### config.mk
export PLATFORM = sky130hd
export DESIGN_NAME = dual_tmr8
export DESIGN_NICKNAME = d
export VERILOG_FILES = /design/src/rtl/dtmr_pkg.sv /design/src/rtl/dtmr_cnt.sv /design/src/rtl/dtmr_ctl.sv /design/src/rtl/dtmr_regs.sv /design/src/rtl/dual_tmr8.sv
export SDC_FILE = /design/constraint.sdc
export NUM_CORES = 1
export LEC_CHECK = 0
export ABC_AREA = 1
export BUFFER_PORTS_ARGS = -buffer_cell sky130_fd_sc_hd__buf_2
export CAP_MARGIN = 20
export CORE_MARGIN = 3
export CORE_UTILIZATION = 40
export CTS_CLUSTER_DIAMETER = 40
export CTS_CLUSTER_SIZE = 8
export DETAILED_ROUTE_END_ITERATION = 6
export HOLD_SLACK_MARGIN = 0.12
export PLACE_DENSITY_LB_ADDON = 0.08
export SETUP_SLACK_MARGIN = 0.1
export SYNTH_ARGS = -nofsm -noshare
export SYNTH_HDL_FRONTEND = slang
export SYNTH_SLANG_ARGS = --single-unit
### constraint.sdc
create_clock -name clk -period 1.94 [get_ports clk]
set_input_delay 0 -clock clk [delete_from_list [all_inputs] [get_ports clk]]
set_output_delay 0 -clock clk [all_outputs]
set_load 0.1 [all_outputs]
### src/rtl/dtmr_pkg.sv
package dtmr_pkg;
   localparam int unsigned ADDR_W        = 3;
   localparam logic [2:0]  A_CNT0        = 3'd0;
   localparam logic [2:0]  A_CNT1        = 3'd1;
   localparam logic [2:0]  A_CMP0        = 3'd2;
   localparam logic [2:0]  A_CMP1        = 3'd3;
   localparam logic [2:0]  A_MODE0       = 3'd4;
   localparam logic [2:0]  A_MODE1       = 3'd5;
   localparam logic [2:0]  A_ICTL0       = 3'd6;
   localparam logic [2:0]  A_ICTL1       = 3'd7;
   localparam int unsigned MODE_RUN_BIT  = 3;
   localparam int unsigned MODE_CASC_BIT = 0;
   localparam int unsigned ICTL_LVL_LO   = 6;
   localparam int unsigned ICTL_IE_BIT   = 1;
   localparam int unsigned ICTL_FLAG_BIT = 0;

   typedef struct packed {
      logic [1:0] lvl;
      logic       ie;
      logic       flag;
   } ictl_t;
endpackage

### src/rtl/dtmr_cnt.sv
module dtmr_cnt #(
   parameter int unsigned W = 8
) (
   input  logic         clk,
   input  logic         rst_n,
   input  logic         step,
   input  logic         clr,
   output logic [W-1:0] q
);
   always_ff @(posedge clk or negedge rst_n) begin
      if (!rst_n)    q <= '0;
      else if (clr)  q <= '0;
      else if (step) q <= q + 1'b1;
   end
endmodule

### src/rtl/dtmr_ctl.sv
module dtmr_ctl #(
   parameter int unsigned W = 8
) (
   input  logic         cnt_en,
   input  logic         run0,
   input  logic         run1,
   input  logic         casc,
   input  logic [W-1:0] q0,
   input  logic [W-1:0] q1,
   input  logic [W-1:0] k0,
   input  logic [W-1:0] k1,
   output logic [1:0]   step,
   output logic [1:0]   clr,
   output logic [1:0]   set_flag
);
   localparam logic [W-1:0] ALL_ONES = {W{1'b1}};

   logic hit0, hit1, hit16, both, wrap0;

   always_comb begin
      hit0  = (q0 == k0);
      hit1  = (q1 == k1);
      hit16 = hit0 && hit1;
      both  = run0 && run1;
      wrap0 = (q0 == ALL_ONES);
      if (casc) begin
         clr[0]      = cnt_en && run0 && both && hit16;
         step[0]     = cnt_en && run0 && !(both && hit16);
         clr[1]      = cnt_en && both && hit16;
         step[1]     = cnt_en && both && wrap0 && !hit16;
         set_flag[0] = 1'b0;
         set_flag[1] = clr[1];
      end else begin
         clr[0]      = cnt_en && run0 && hit0;
         step[0]     = cnt_en && run0 && !hit0;
         clr[1]      = cnt_en && run1 && hit1;
         step[1]     = cnt_en && run1 && !hit1;
         set_flag[0] = clr[0];
         set_flag[1] = clr[1];
      end
   end
endmodule

### src/rtl/dtmr_regs.sv
module dtmr_regs
   import dtmr_pkg::*;
#(
   parameter int unsigned W = 8
) (
   input  logic           clk,
   input  logic           rst_n,
   input  logic           bus_wr,
   input  logic           bus_wide,
   input  logic [2:0]     bus_addr,
   input  logic [2*W-1:0] bus_wdata,
   output logic [2*W-1:0] bus_rdata,
   input  logic [W-1:0]   q0,
   input  logic [W-1:0]   q1,
   input  logic [1:0]     set_flag,
   output logic [W-1:0]   k0,
   output logic [W-1:0]   k1,
   output logic           run0,
   output logic           run1,
   output logic           casc,
   output ictl_t          ictl0,
   output ictl_t          ictl1
);
   localparam int unsigned NREG = 1 << ADDR_W;

   logic [NREG-1:0] wen;
   logic [W-1:0]    wval [NREG];
   logic [W-1:0]    rview [NREG];
   logic [W-1:0]    cmp_q [2];
   logic [1:0]      run_q;
   ictl_t           ictl_q [2];
   logic            casc_q;

   generate
      for (genvar a = 0; a < NREG; a++) begin : g_lane
         localparam logic [2:0] AA = 3'(a);
         always_comb begin
            if (bus_wide) begin
               wen[a]  = bus_wr && (bus_addr[2:1] == AA[2:1]);
               wval[a] = AA[0] ? bus_wdata[2*W-1:W] : bus_wdata[W-1:0];
            end else begin
               wen[a]  = bus_wr && (bus_addr == AA);
               wval[a] = bus_wdata[W-1:0];
            end
         end
      end

      for (genvar i = 0; i < 2; i++) begin : g_tmr
         localparam int unsigned AC = 32'(A_CMP0)  + i;
         localparam int unsigned AM = 32'(A_MODE0) + i;
         localparam int unsigned AI = 32'(A_ICTL0) + i;

         always_ff @(posedge clk or negedge rst_n) begin
            if (!rst_n) begin
               cmp_q[i]  <= '0;
               run_q[i]  <= 1'b0;
               ictl_q[i] <= '0;
            end else begin
               if (wen[AC]) cmp_q[i] <= wval[AC];
               if (wen[AM]) run_q[i] <= wval[AM][MODE_RUN_BIT];
               if (wen[AI]) begin
                  ictl_q[i].lvl <= wval[AI][ICTL_LVL_LO +: 2];
                  ictl_q[i].ie  <= wval[AI][ICTL_IE_BIT];
               end
               if (set_flag[i])
                  ictl_q[i].flag <= 1'b1;
               else if (wen[AI] && !wval[AI][ICTL_FLAG_BIT])
                  ictl_q[i].flag <= 1'b0;
            end
         end

         always_comb begin
            rview[AC] = cmp_q[i];
            rview[AM] = '0;
            rview[AM][MODE_RUN_BIT] = run_q[i];
            if (i == 1) rview[AM][MODE_CASC_BIT] = casc_q;
            rview[AI] = '0;
            rview[AI][ICTL_LVL_LO +: 2]  = ictl_q[i].lvl;
            rview[AI][ICTL_IE_BIT]   = ictl_q[i].ie;
            rview[AI][ICTL_FLAG_BIT] = ictl_q[i].flag;
         end
      end
   endgenerate

   always_ff @(posedge clk or negedge rst_n) begin
      if (!rst_n)             casc_q <= 1'b0;
      else if (wen[A_MODE1])  casc_q <= wval[A_MODE1][MODE_CASC_BIT];
   end

   assign rview[A_CNT0] = q0;
   assign rview[A_CNT1] = q1;

   always_comb begin
      if (bus_wide)
         bus_rdata = {rview[{bus_addr[2:1], 1'b1}], rview[{bus_addr[2:1], 1'b0}]};
      else
         bus_rdata = {{W{1'b0}}, rview[bus_addr]};
   end

   assign k0    = cmp_q[0];
   assign k1    = cmp_q[1];
   assign run0  = run_q[0];
   assign run1  = run_q[1];
   assign casc  = casc_q;
   assign ictl0 = ictl_q[0];
   assign ictl1 = ictl_q[1];
endmodule

### src/rtl/dual_tmr8.sv
module dual_tmr8
   import dtmr_pkg::*;
#(
   parameter int unsigned W = 8
) (
   input  logic           clk,
   input  logic           rst_n,
   input  logic           cnt_en,
   input  logic           bus_wr,
   input  logic           bus_wide,
   input  logic [2:0]     bus_addr,
   input  logic [2*W-1:0] bus_wdata,
   output logic [2*W-1:0] bus_rdata,
   output logic           irq0,
   output logic [1:0]     irq0_lvl,
   output logic           irq1,
   output logic [1:0]     irq1_lvl
);
   initial begin
      assert (W >= 8) else $error("dual_tmr8: W must be at least 8");
   end

   logic [W-1:0] q0, q1, k0, k1;
   logic [W-1:0] cnt_q [2];
   logic         run0, run1, casc, flag0, flag1, ie0, ie1;
   logic [1:0]   step, clr, set_flag;
   ictl_t        ictl0, ictl1;

   dtmr_regs #(.W(W)) u_regs (
      .clk(clk), .rst_n(rst_n), .bus_wr(bus_wr), .bus_wide(bus_wide),
      .bus_addr(bus_addr), .bus_wdata(bus_wdata), .bus_rdata(bus_rdata),
      .q0(q0), .q1(q1), .set_flag(set_flag), .k0(k0), .k1(k1),
      .run0(run0), .run1(run1), .casc(casc), .ictl0(ictl0), .ictl1(ictl1)
   );

   dtmr_ctl #(.W(W)) u_ctl (
      .cnt_en(cnt_en), .run0(run0), .run1(run1), .casc(casc),
      .q0(q0), .q1(q1), .k0(k0), .k1(k1),
      .step(step), .clr(clr), .set_flag(set_flag)
   );

   generate
      for (genvar i = 0; i < 2; i++) begin : g_cnt
         dtmr_cnt #(.W(W)) u_cnt (
            .clk(clk), .rst_n(rst_n), .step(step[i]), .clr(clr[i]), .q(cnt_q[i])
         );
      end
   endgenerate

   assign q0       = cnt_q[0];
   assign q1       = cnt_q[1];
   assign flag0    = ictl0.flag;
   assign flag1    = ictl1.flag;
   assign ie0      = ictl0.ie;
   assign ie1      = ictl1.ie;
   assign irq0     = flag0 && ie0;
   assign irq1     = flag1 && ie1;
   assign irq0_lvl = ictl0.lvl;
   assign irq1_lvl = ictl1.lvl;
endmodule

==> impl_metrics.yaml, run 1 <==
power:
  clock_power_share_pct: 22.6
  pwr-share-seq_pct: 34.4
  combPwrFrac_pct: 43.1
  internal-power_mw: 2.10
  p_sw_share_pct: 44.5
  powerDensity_nw_per_um2: 963
  p_leak_nw: 2.06
  p_total_mw: 3.78
  p_sw_mw: 1.68
  peakVddDrop_uv: 547
flow_run:
  max-cap-violations: 0
drt:
  vias: 3163
  vias_per_cell: 4.98
  totalWireLength_microns: 9350
  drt_iter0_drc: 165
  dr.pass1.iters: 5
  route.met2.wl_microns: 4100
  drc: 0
  highest_layer: "met4"
  ant_nets: 0
  met1_length_microns: 4680
  routedWlPerCell_microns: 14.7
  met3_length_microns: 463
worst_setup_path:
  critPathKind: "flip-flop to primary output"
  slowest_stage: "dfrtp_2"
  worstPathCellList: "inv_1 -> o21ai_2 -> o22ai_1 -> a221oi_2 -> buf_12"
  crit_required_ns: 1.94
  crit_path_start: "g_cnt[1].u_cnt.q[4]"
  worst-path-max-fanout: 6
  cp-end-kind: "primary output"
  arrival_ns: 1.78
  reg2reg_from: "g_cnt[1].u_cnt.q[0]"
  slowest_delay_ns: 0.44
  startpoint_type: "flip-flop"
  ff2ff_path_depth: 11
synth:
  synth.area.top_cells: "dfrtp_1 35%, nand2_1 19%, inv_1 8.6%"
  synth_nets: 498
  synthArstFlopShare_pct: 100
  synth_flop_cell: "dfrtp_1"
  yosysMostFrequentCell: "nand2_1"
  synth_edf_count: 0
  ys_ff_latch: 43
  synth_top_area_share_pct: 34.7
  ys_top_cells_by_count: "159 x nand2_1, 71 x inv_1, 43 x dfrtp_1"
  yosys_warnings: 0
  yosysUniqueCellTypes: 39
  ys_seq_area_share_pct: 34.7
  yosys.area.top_type: "dfrtp_1"
  syn_area_sq_um: 3100
  syn_inst: 472
  avgSynthCellArea_sq_um: 6.58
global_routing:
  grt_pass1_wl_microns: 15100
  grtUsageTotal_pct: 22.1
  grt_overflow: 0
  antenna_found_initial: 0
  grt_pass1_vias: 2953
  grt_start_max_net_pins: 44
status:
  outcome: "complete, no violations"
sta:
  fin_crit_sh_pct: 91.7
  skew_ns: 0.0110
  report.final.slew_viol_count: 0
  rsz0062_at_grt: "true"
  worst_slew_pin_slew_ns: 0.590
  whs_ns: 0.171
  setup_violations: 0
  slew_headroom_pct: 60.7
  fmax_mhz: 562
  fin_crit_ns: 1.78
  hold_viol_final: 0
  tns_ns: 0
clocking:
  cts_tree: "yes"
  insertion_delay_ns: 0.31
  clock-sinks: 43
  root_buffer: "clkbuf_8"
  clk_pin_slew_ns: 0.09
  h-tree-depth: 2
  cts_buffers: 5
  cts_buffer_depth: 2
floorplanning:
  start_util_pct: 41.9
  die_y_microns: 94.1
  io_pins: 46
  die_width_microns: 94.1
  rows: 31
  die-area_sq_um: 8850
  core-area_sq_um: 7410
final_layout:
  antennaDiodeCount: 0
  finalNonFillerCells: 635
  nets: 561
  drive_above_1_share_pct: 19.0
  post-route-util_pct: 53.0
  areaGrowthSynthToFinish_pct: 26.4
  fill_cells: 747
min_path:
  min_from: "bus_wr"
  hp-class: "input pin to flip-flop"
  hold_depth: 4
placement:
  numPortBuffers: 45
  dpl.hpwl_microns: 6950
  place.gp.congestion: 0.852
  placed_cells: 608
per-stage QoR:
stage / instance area [sq um] / worst slack [ns]
2_1_floorplan: 3170 / -0.236
3_3_place_gp: 3550 / 0.137
3_5_place_dp: 3550 / 0.0900
4_1_cts: 3860 / -0.0177
5_1_grt: 3930 / 0.0167
6_report: 3930 / 0.162
final timing paths:
check / to / slack, ns
setup / recovery: bus_rdata[4] / 0.16
min in group asynchronous: g_cnt[0].u_cnt.q[2] / 0.31
hold reg to reg: u_regs.ictl0[1] / 0.54
hold / removal: u_regs.ictl0[2] / 0.17
setup reg to reg: g_cnt[1].u_cnt.q[6] / 0.25
max in group asynchronous: g_cnt[1].u_cnt.q[5] / 1.20
cells by family (layout without fill, tap and decap cells):
| kind of cell | after synthesis | count (layout) | synth area share, % |
|---|---|---|---|
| compound gates | 65 | 65 | 12.7 |
| mux | 6 | 6 | 2.06 |
| xor+xnor | 16 | 16 | 4.51 |
| fa+ha+maj | 2 | 2 | 0.806 |
| flops | 43 | 43 | 34.7 |
| simple gates | 248 | 248 | 33.3 |
| buf+inv | 92 | 156 | 12.0 |
critical path: cells and delay by family, from the launching register on:
family          cells  cell delay [ns]
compound gates      3             0.71
buf+inv             2             0.32
flops               1             0.44
registers in the layout, summed over array words and instances, names as in the netlist:
| name | count |
|---|---|
| g_cnt.u_cnt.q | 16 |
| u_regs.k0 | 8 |
| u_regs.k1 | 8 |
| u_regs.ictl0 | 4 |
| u_regs.ictl1 | 4 |
| u_regs.casc | 1 |
| u_regs.run0 | 1 |
| u_regs.run1 | 1 |
cells in the final DEF, fill, tap and decap left out, drive strengths merged:
cell type,n
xnor2,5
nand3,31
nand3b,1
a31oi,1
bufinv,2
nor4,2
and3,1
clkinv,1
xor2,11
a221oi,4
o22ai,3
o211ai,3
o21ai,33
dfrtp,43
buf,53
nor3,6
clkbuf,7
ha,2
or2,1
dlygate4sd3,18
mux2i,3
nand2,162
a22oi,8
inv,75
mux2,3
nor2,44
o31ai,1
a21oi,11
o311ai,1
layout make-up:
| class | instances | area [sq um] | share of cell area (%) |
|---|---|---|---|
| sequential | 43 | 1080 | 27.6 |
| clock buffer | 6 | 72.6 | 1.85 |
| clock inverter | 2 | 60.1 | 1.53 |
| tap | 99 | 124 | 3.16 |
| multi-input combinational | 337 | 1750 | 44.7 |
| timing repair buffer | 72 | 548 | 14.0 |
| inverter | 76 | 285 | 7.27 |
power groups by stage:
stage / logic, mW / clock network (mW) / registers (mW)
finish: 1.63 / 0.853 / 1.30
global route: 1.79 / 0.906 / 1.33
CTS: 1.56 / 0.868 / 1.30
detailed placement: 1.52 / 0 / 1.31
global placement: 1.51 / 0 / 1.31
floorplan: 1.25 / 0 / 1.22
metal layers:
layer / vias to the layer above / GRT usage (%)
met2: 83 / 33.9
li1: 1602 / -
met3: 7 / 3.29
met5: - / 0
met4: 0 / 5.29
met1: 1471 / 32.7
repair_timing:
| item | in CTS | in global routing |
|---|---|---|
| pin swaps | 0 | 3 |
| resized for setup | 4 | 15 |
| hold endpoints to repair | 67 | 0 |
| setup endpoints to repair | 12 | 23 |
| cloned | 0 | 0 |
| hold buffers | 18 | 0 |
| setup buffers | 0 | 1 |
Power figures use the tool's default switching activity.
==> inputs of run 2 (changes only) <==
BUFFER_PORTS_ARGS = -buffer_cell sky130_fd_sc_hd__buf_4   (was -buffer_cell sky130_fd_sc_hd__buf_2)
CORE_UTILIZATION = 58   (was 40)
==> run 2 against run 1 <==
Power shrank 6.2%. Hold slack lost 0.0052 ns. Maximum frequency grew 0.71%. Critical path depth grew 2. First-iteration DRC count grew 37%. Sequential power is essentially flat. Via count grew 3.8%. Largest cell class unchanged. Worst setup slack gained 0.012 ns. Register-to-register slack lost 0.05 ns. Final cell count shrank 5.2%. Routed wire length shrank 5.8%.
==> impl_metrics.yaml, run 2 (synthesis gave the netlist of run 1 again) <==
status:
  outcome: "complete, no violations"
sta:
  fin_crit_sh_pct: 91.0
  report.final.slew_viol_count: 0
  skew_ns: 0.00842
  fmax_mhz: 566
  rsz0062_at_grt: "true"
  setup_slack_ns: 0.174
  fin_crit_ns: 1.77
  worst_slew_pin_slew_ns: 0.591
  tns_ns: 0
  hold_viol_final: 0
  slew_headroom_pct: 60.3
  setup_violations: 0
final_layout:
  finalNonFillerCells: 602
  antennaDiodeCount: 0
  final_common_cell: "nand2_1"
  top_register: "g_cnt.u_cnt.q"
  design_area_sq_um: 3860
  nets: 557
  areaGrowthSynthToFinish_pct: 24.4
  drive_above_1_share_pct: 17.7
  largest_reg_flops: 16
  final_cell_mix: "157 x nand2_1, 71 x inv_1, 47 x buf_4"
global_routing:
  grt_pass1_vias: 3080
  antenna_found_initial: 0
  grt_overflow: 0
  grt_start_max_net_pins: 44
  grt_pass1_wl_microns: 14600
  grtUsageTotal_pct: 29.6
worst_setup_path:
  arrival_ns: 1.77
  crit_buf_inv: 3
  worstPathCellList: "inv_1 -> o21ai_0 -> a221oi_2 -> nand2_1 -> nand2_1 -> inv_1 -> buf_4"
  cp-end-kind: "primary output"
  cp_top_family: "flip-flops"
  critPathKind: "flip-flop to primary output"
  slowest_stage: "dfrtp_1"
  rrSetupSlack_ns: 0.20
  startpoint_type: "flip-flop"
  worst-path-max-fanout: 5
  crit_required_ns: 1.94
  slowest_delay_ns: 0.45
clocking:
  cts_buffers: 5
  cts_tree: "yes"
  h-tree-depth: 2
  cts_buffer_depth: 2
  clk_pin_slew_ns: 0.09
  insertion_delay_ns: 0.30
  clock-sinks: 43
  root_buffer: "clkbuf_8"
flow_run:
  max-cap-violations: 0
placement:
  dpl.hpwl_microns: 6300
  pre_cts_slack_ns: 0.148
  numPortBuffers: 45
  placed_area_sq_um: 3530
  place.gp.congestion: 0.885
  placed_cells: 574
drt:
  vias_per_cell: 5.46
  dr.pass1.iters: 5
  drc: 0
  vias: 3284
  drt_iter0_drc: 226
  ant_nets: 0
  totalWireLength_microns: 8810
  routedWlPerCell_microns: 14.6
floorplanning:
  core-area_sq_um: 5140
  die-area_sq_um: 6270
  start_util_pct: 60.4
  die_width_microns: 79.2
  die_y_microns: 79.2
  io_pins: 46
  rows: 26
power:
  peakVddDrop_uv: 790
  p_leak_nw: 2.03
  powerDensity_nw_per_um2: 919
min_path:
  hp-class: "input pin to flip-flop"
[run 2: cell types whose count changed in the layout (fill, tap and decap cells not counted), sizes merged]
cell    change
bufinv      -2
buf         -3
clkbuf      +1
[run 2: routing by layer]
| metal | routed length [microns] | global-route usage (%) | vias to the layer above |
|---|---|---|---|
| met5 | 0 | 0 | - |
| met4 | 167 | 10.5 | 0 |
| met3 | 598 | 5.22 | 12 |
| met2 | 4060 | 45.1 | 135 |
| met1 | 3990 | 42.1 | 1539 |
| li1 | - | - | 1598 |
[run 2: layout make-up]
class | count | area [sq um]
clock buffers | 8 | 100
fillers | 415 | 1280
inverters | 76 | 285
multi-input cells | 337 | 1740
flip-flops and latches | 43 | 1080
well taps | 70 | 87.6
repair buffers | 68 | 567
[run 2: final timing paths]
path                                  endpoint           startpoint  depth (start not counted)
setup / recovery                  bus_rdata[0]  g_cnt[1].u_cnt.q[0]                          7
hold / removal                    u_regs.k1[3]             bus_wide                          4
setup reg to reg           g_cnt[0].u_cnt.q[6]  g_cnt[0].u_cnt.q[6]                         11
hold reg to reg                   u_regs.k0[3]         u_regs.k0[3]                          2
max in group asynchronous  g_cnt[0].u_cnt.q[1]                rst_n                          2
min in group asynchronous  g_cnt[1].u_cnt.q[0]                rst_n                          2
[run 2: stage by stage]
| step | hold WS (ns) | power (mW) | utilization (%) |
|---|---|---|---|
| detailed placement | 0.0295 | 2.81 | 68.7 |
| finish | 0.166 | 3.55 | 75.1 |
| CTS | 0.156 | 3.48 | 74.2 |
| floorplan | -0.296 | 2.47 | - |
| global placement | 0.0295 | 2.78 | 68.7 |
| global route | 0.185 | 3.78 | 75.1 |
[run 2: timing repair]
| action | CTS | global route |
|---|---|---|
| hold buffers | 18 | 0 |
| endpoints found under the setup margin | 4 | 20 |
| resized for setup | 4 | 11 |
| pin swaps | 0 | 3 |
| buffers inserted | 0 | 2 |
| endpoints found under the hold margin | 65 | 0 |
[run 2: worst min-delay path, cell delays in order]
cell and delay (ns):
buf_4 0.16, o21ai_0 0.13, nand2_1 0.07, o21ai_0 0.06
[run 2: report_power, final]
part / internal (mW) / total [mW] / switching, mW / leakage [nW]
logic: 0.497 / 1.61 / 1.11 / 1.44
registers: 1.07 / 1.30 / 0.222 / 0.542
clock network: 0.326 / 0.646 / 0.321 / 0.0515
==> inputs of run 3 (changes only) <==
REMOVE_ABC_BUFFERS = 1   (was unset)
SKIP_CTS_REPAIR_TIMING = 1   (was unset)
==> run 3 against run 2 <==
Cell area fell by 1.7%. Largest power group unchanged. First-iteration DRC count increased by 56%. Clock skew down 0.0014 ns.
==> impl_metrics.yaml, run 3 (synthesis gave the netlist of run 1 again) <==
status:
  outcome: "complete, no violations"
drt:
  routedWlPerCell_microns: 14.7
  vias_per_cell: 5.46
  vias: 3280
  drc: 0
  totalWireLength_microns: 8860
  ant_nets: 0
  dr.pass1.iters: 5
  drt_iter0_drc: 353
final_layout:
  antennaDiodeCount: 0
  final_common_cell: "nand2_1"
  largest_reg_flops: 16
  areaGrowthSynthToFinish_pct: 22.2
  final_cell_mix: "157 x nand2_1, 71 x inv_1, 50 x buf_4"
  top_register: "g_cnt.u_cnt.q"
  drive_above_1_share_pct: 16.4
  finalNonFillerCells: 601
  nets: 556
worst_setup_path:
  startpoint_type: "flip-flop"
  critPathKind: "flip-flop to primary output"
  rrSetupSlack_ns: 0.23
  cp-end-kind: "primary output"
  worst-path-max-fanout: 5
  crit_required_ns: 1.94
  arrival_ns: 1.79
clocking:
  cts_tree: "yes"
  root_buffer: "clkbuf_8"
  cts_buffers: 5
  clock-sinks: 43
  cts_buffer_depth: 2
  h-tree-depth: 2
  clk_pin_slew_ns: 0.09
  insertion_delay_ns: 0.29
sta:
  fin_crit_sh_pct: 92.5
  hold_viol_final: 0
  skew_ns: 0.00698
  worst_slew_pin_slew_ns: 0.597
  fmax_mhz: 558
  report.final.slew_viol_count: 0
  setup_violations: 0
  slew_headroom_pct: 59.9
  rsz0062_at_grt: "true"
  setup_slack_ns: 0.146
  fin_crit_ns: 1.79
power:
  p_sw_share_pct: 46.0
  internal-power_mw: 1.90
  peakVddDrop_uv: 685
  combPwrFrac_pct: 45.9
  p_leak_nw: 2.03
  powerDensity_nw_per_um2: 930
  p_sw_mw: 1.63
  pwr-share-seq_pct: 36.0
  p_total_mw: 3.53
  clock_power_share_pct: 18.1
placement:
  dpl.hpwl_microns: 6280
  numPortBuffers: 45
  place.gp.congestion: 1.02
  pre_cts_slack_ns: 0.172
  placed_cells: 577
floorplanning:
  io_pins: 46
  core-area_sq_um: 5140
  rows: 26
  start_util_pct: 60.4
  die-area_sq_um: 6270
  die_width_microns: 79.2
  die_y_microns: 79.2
global_routing:
  grtUsageTotal_pct: 29.5
  grt_pass1_vias: 3009
  grt_pass1_wl_microns: 14400
  grt_start_max_net_pins: 44
  grt_overflow: 0
  antenna_found_initial: 0
flow_run:
  max-cap-violations: 0
min_path:
  hp-class: "input pin to flip-flop"
-- run 3: cell count changes in the layout (fill, tap and decap cells not counted), sizes merged --
cell / delta
buf: +1
clkbuf: +2
dlygate4sd3: -4
-- run 3: worst paths after layout --
kind,depth (start not counted),from,end
min,5,bus_wdata[11],u_regs.k1[3]
max in group asynchronous,2,rst_n,g_cnt[1].u_cnt.q[4]
max reg2reg,11,g_cnt[0].u_cnt.q[0],g_cnt[0].u_cnt.q[6]
max,5,g_cnt[1].u_cnt.q[5],bus_rdata[5]
min reg2reg,2,u_regs.k0[3],u_regs.k0[3]
min in group asynchronous,2,rst_n,u_regs.k0[2]
-- run 3: area by class of cell --
class | count | area [sq um]
multi-input combinational | 337 | 1690
fill | 436 | 1350
tap | 70 | 87.6
sequential | 43 | 1080
clock buffer | 8 | 100
inverter | 76 | 285
timing repair buffer | 67 | 554
-- run 3: worst max-delay path, stage by stage, from the launching register on --
cell and delay [ns]:
dfrtp_1 0.48, inv_2 0.09, o21ai_1 0.21, o22ai_1 0.11, a221oi_2 0.30, clkbuf_8 0.30
-- run 3: layer usage --
layer	share of wire (%)	wire length [microns]	vias up	track usage, %
met5	0	0	-	0
met2	44	3920	167	44.3
met1	44	3910	1499	43.0
li1	-	-	1595	-
met4	1.7	147	0	7.04
met3	10	882	19	7.14
-- run 3: through the flow --
| step | setup TNS [ns] | util [%] | instance area, sq um | hold slack (ns) |
|---|---|---|---|---|
| 4_1_cts | -0.0236 | 69.8 | 3590 | -0.281 |
| 3_3_place_gp | 0 | 67.9 | 3490 | 0.0322 |
| 2_1_floorplan | -6.27 | - | 3020 | -0.296 |
| 5_1_grt | 0 | 73.8 | 3790 | 0.133 |
| 3_5_place_dp | 0 | 67.9 | 3490 | 0.0407 |
| 6_report | 0 | 73.8 | 3790 | 0.0859 |
-- run 3: power groups by stage --
stage / logic [mW] / clock network, mW / registers, mW
final: 1.62 / 0.640 / 1.27
after global routing: 1.78 / 0.695 / 1.30
after CTS: 1.50 / 0.644 / 1.27
after detailed placement: 1.49 / 0 / 1.29
after global placement: 1.48 / 0 / 1.28
after floorplan: 1.01 / 0 / 1.37
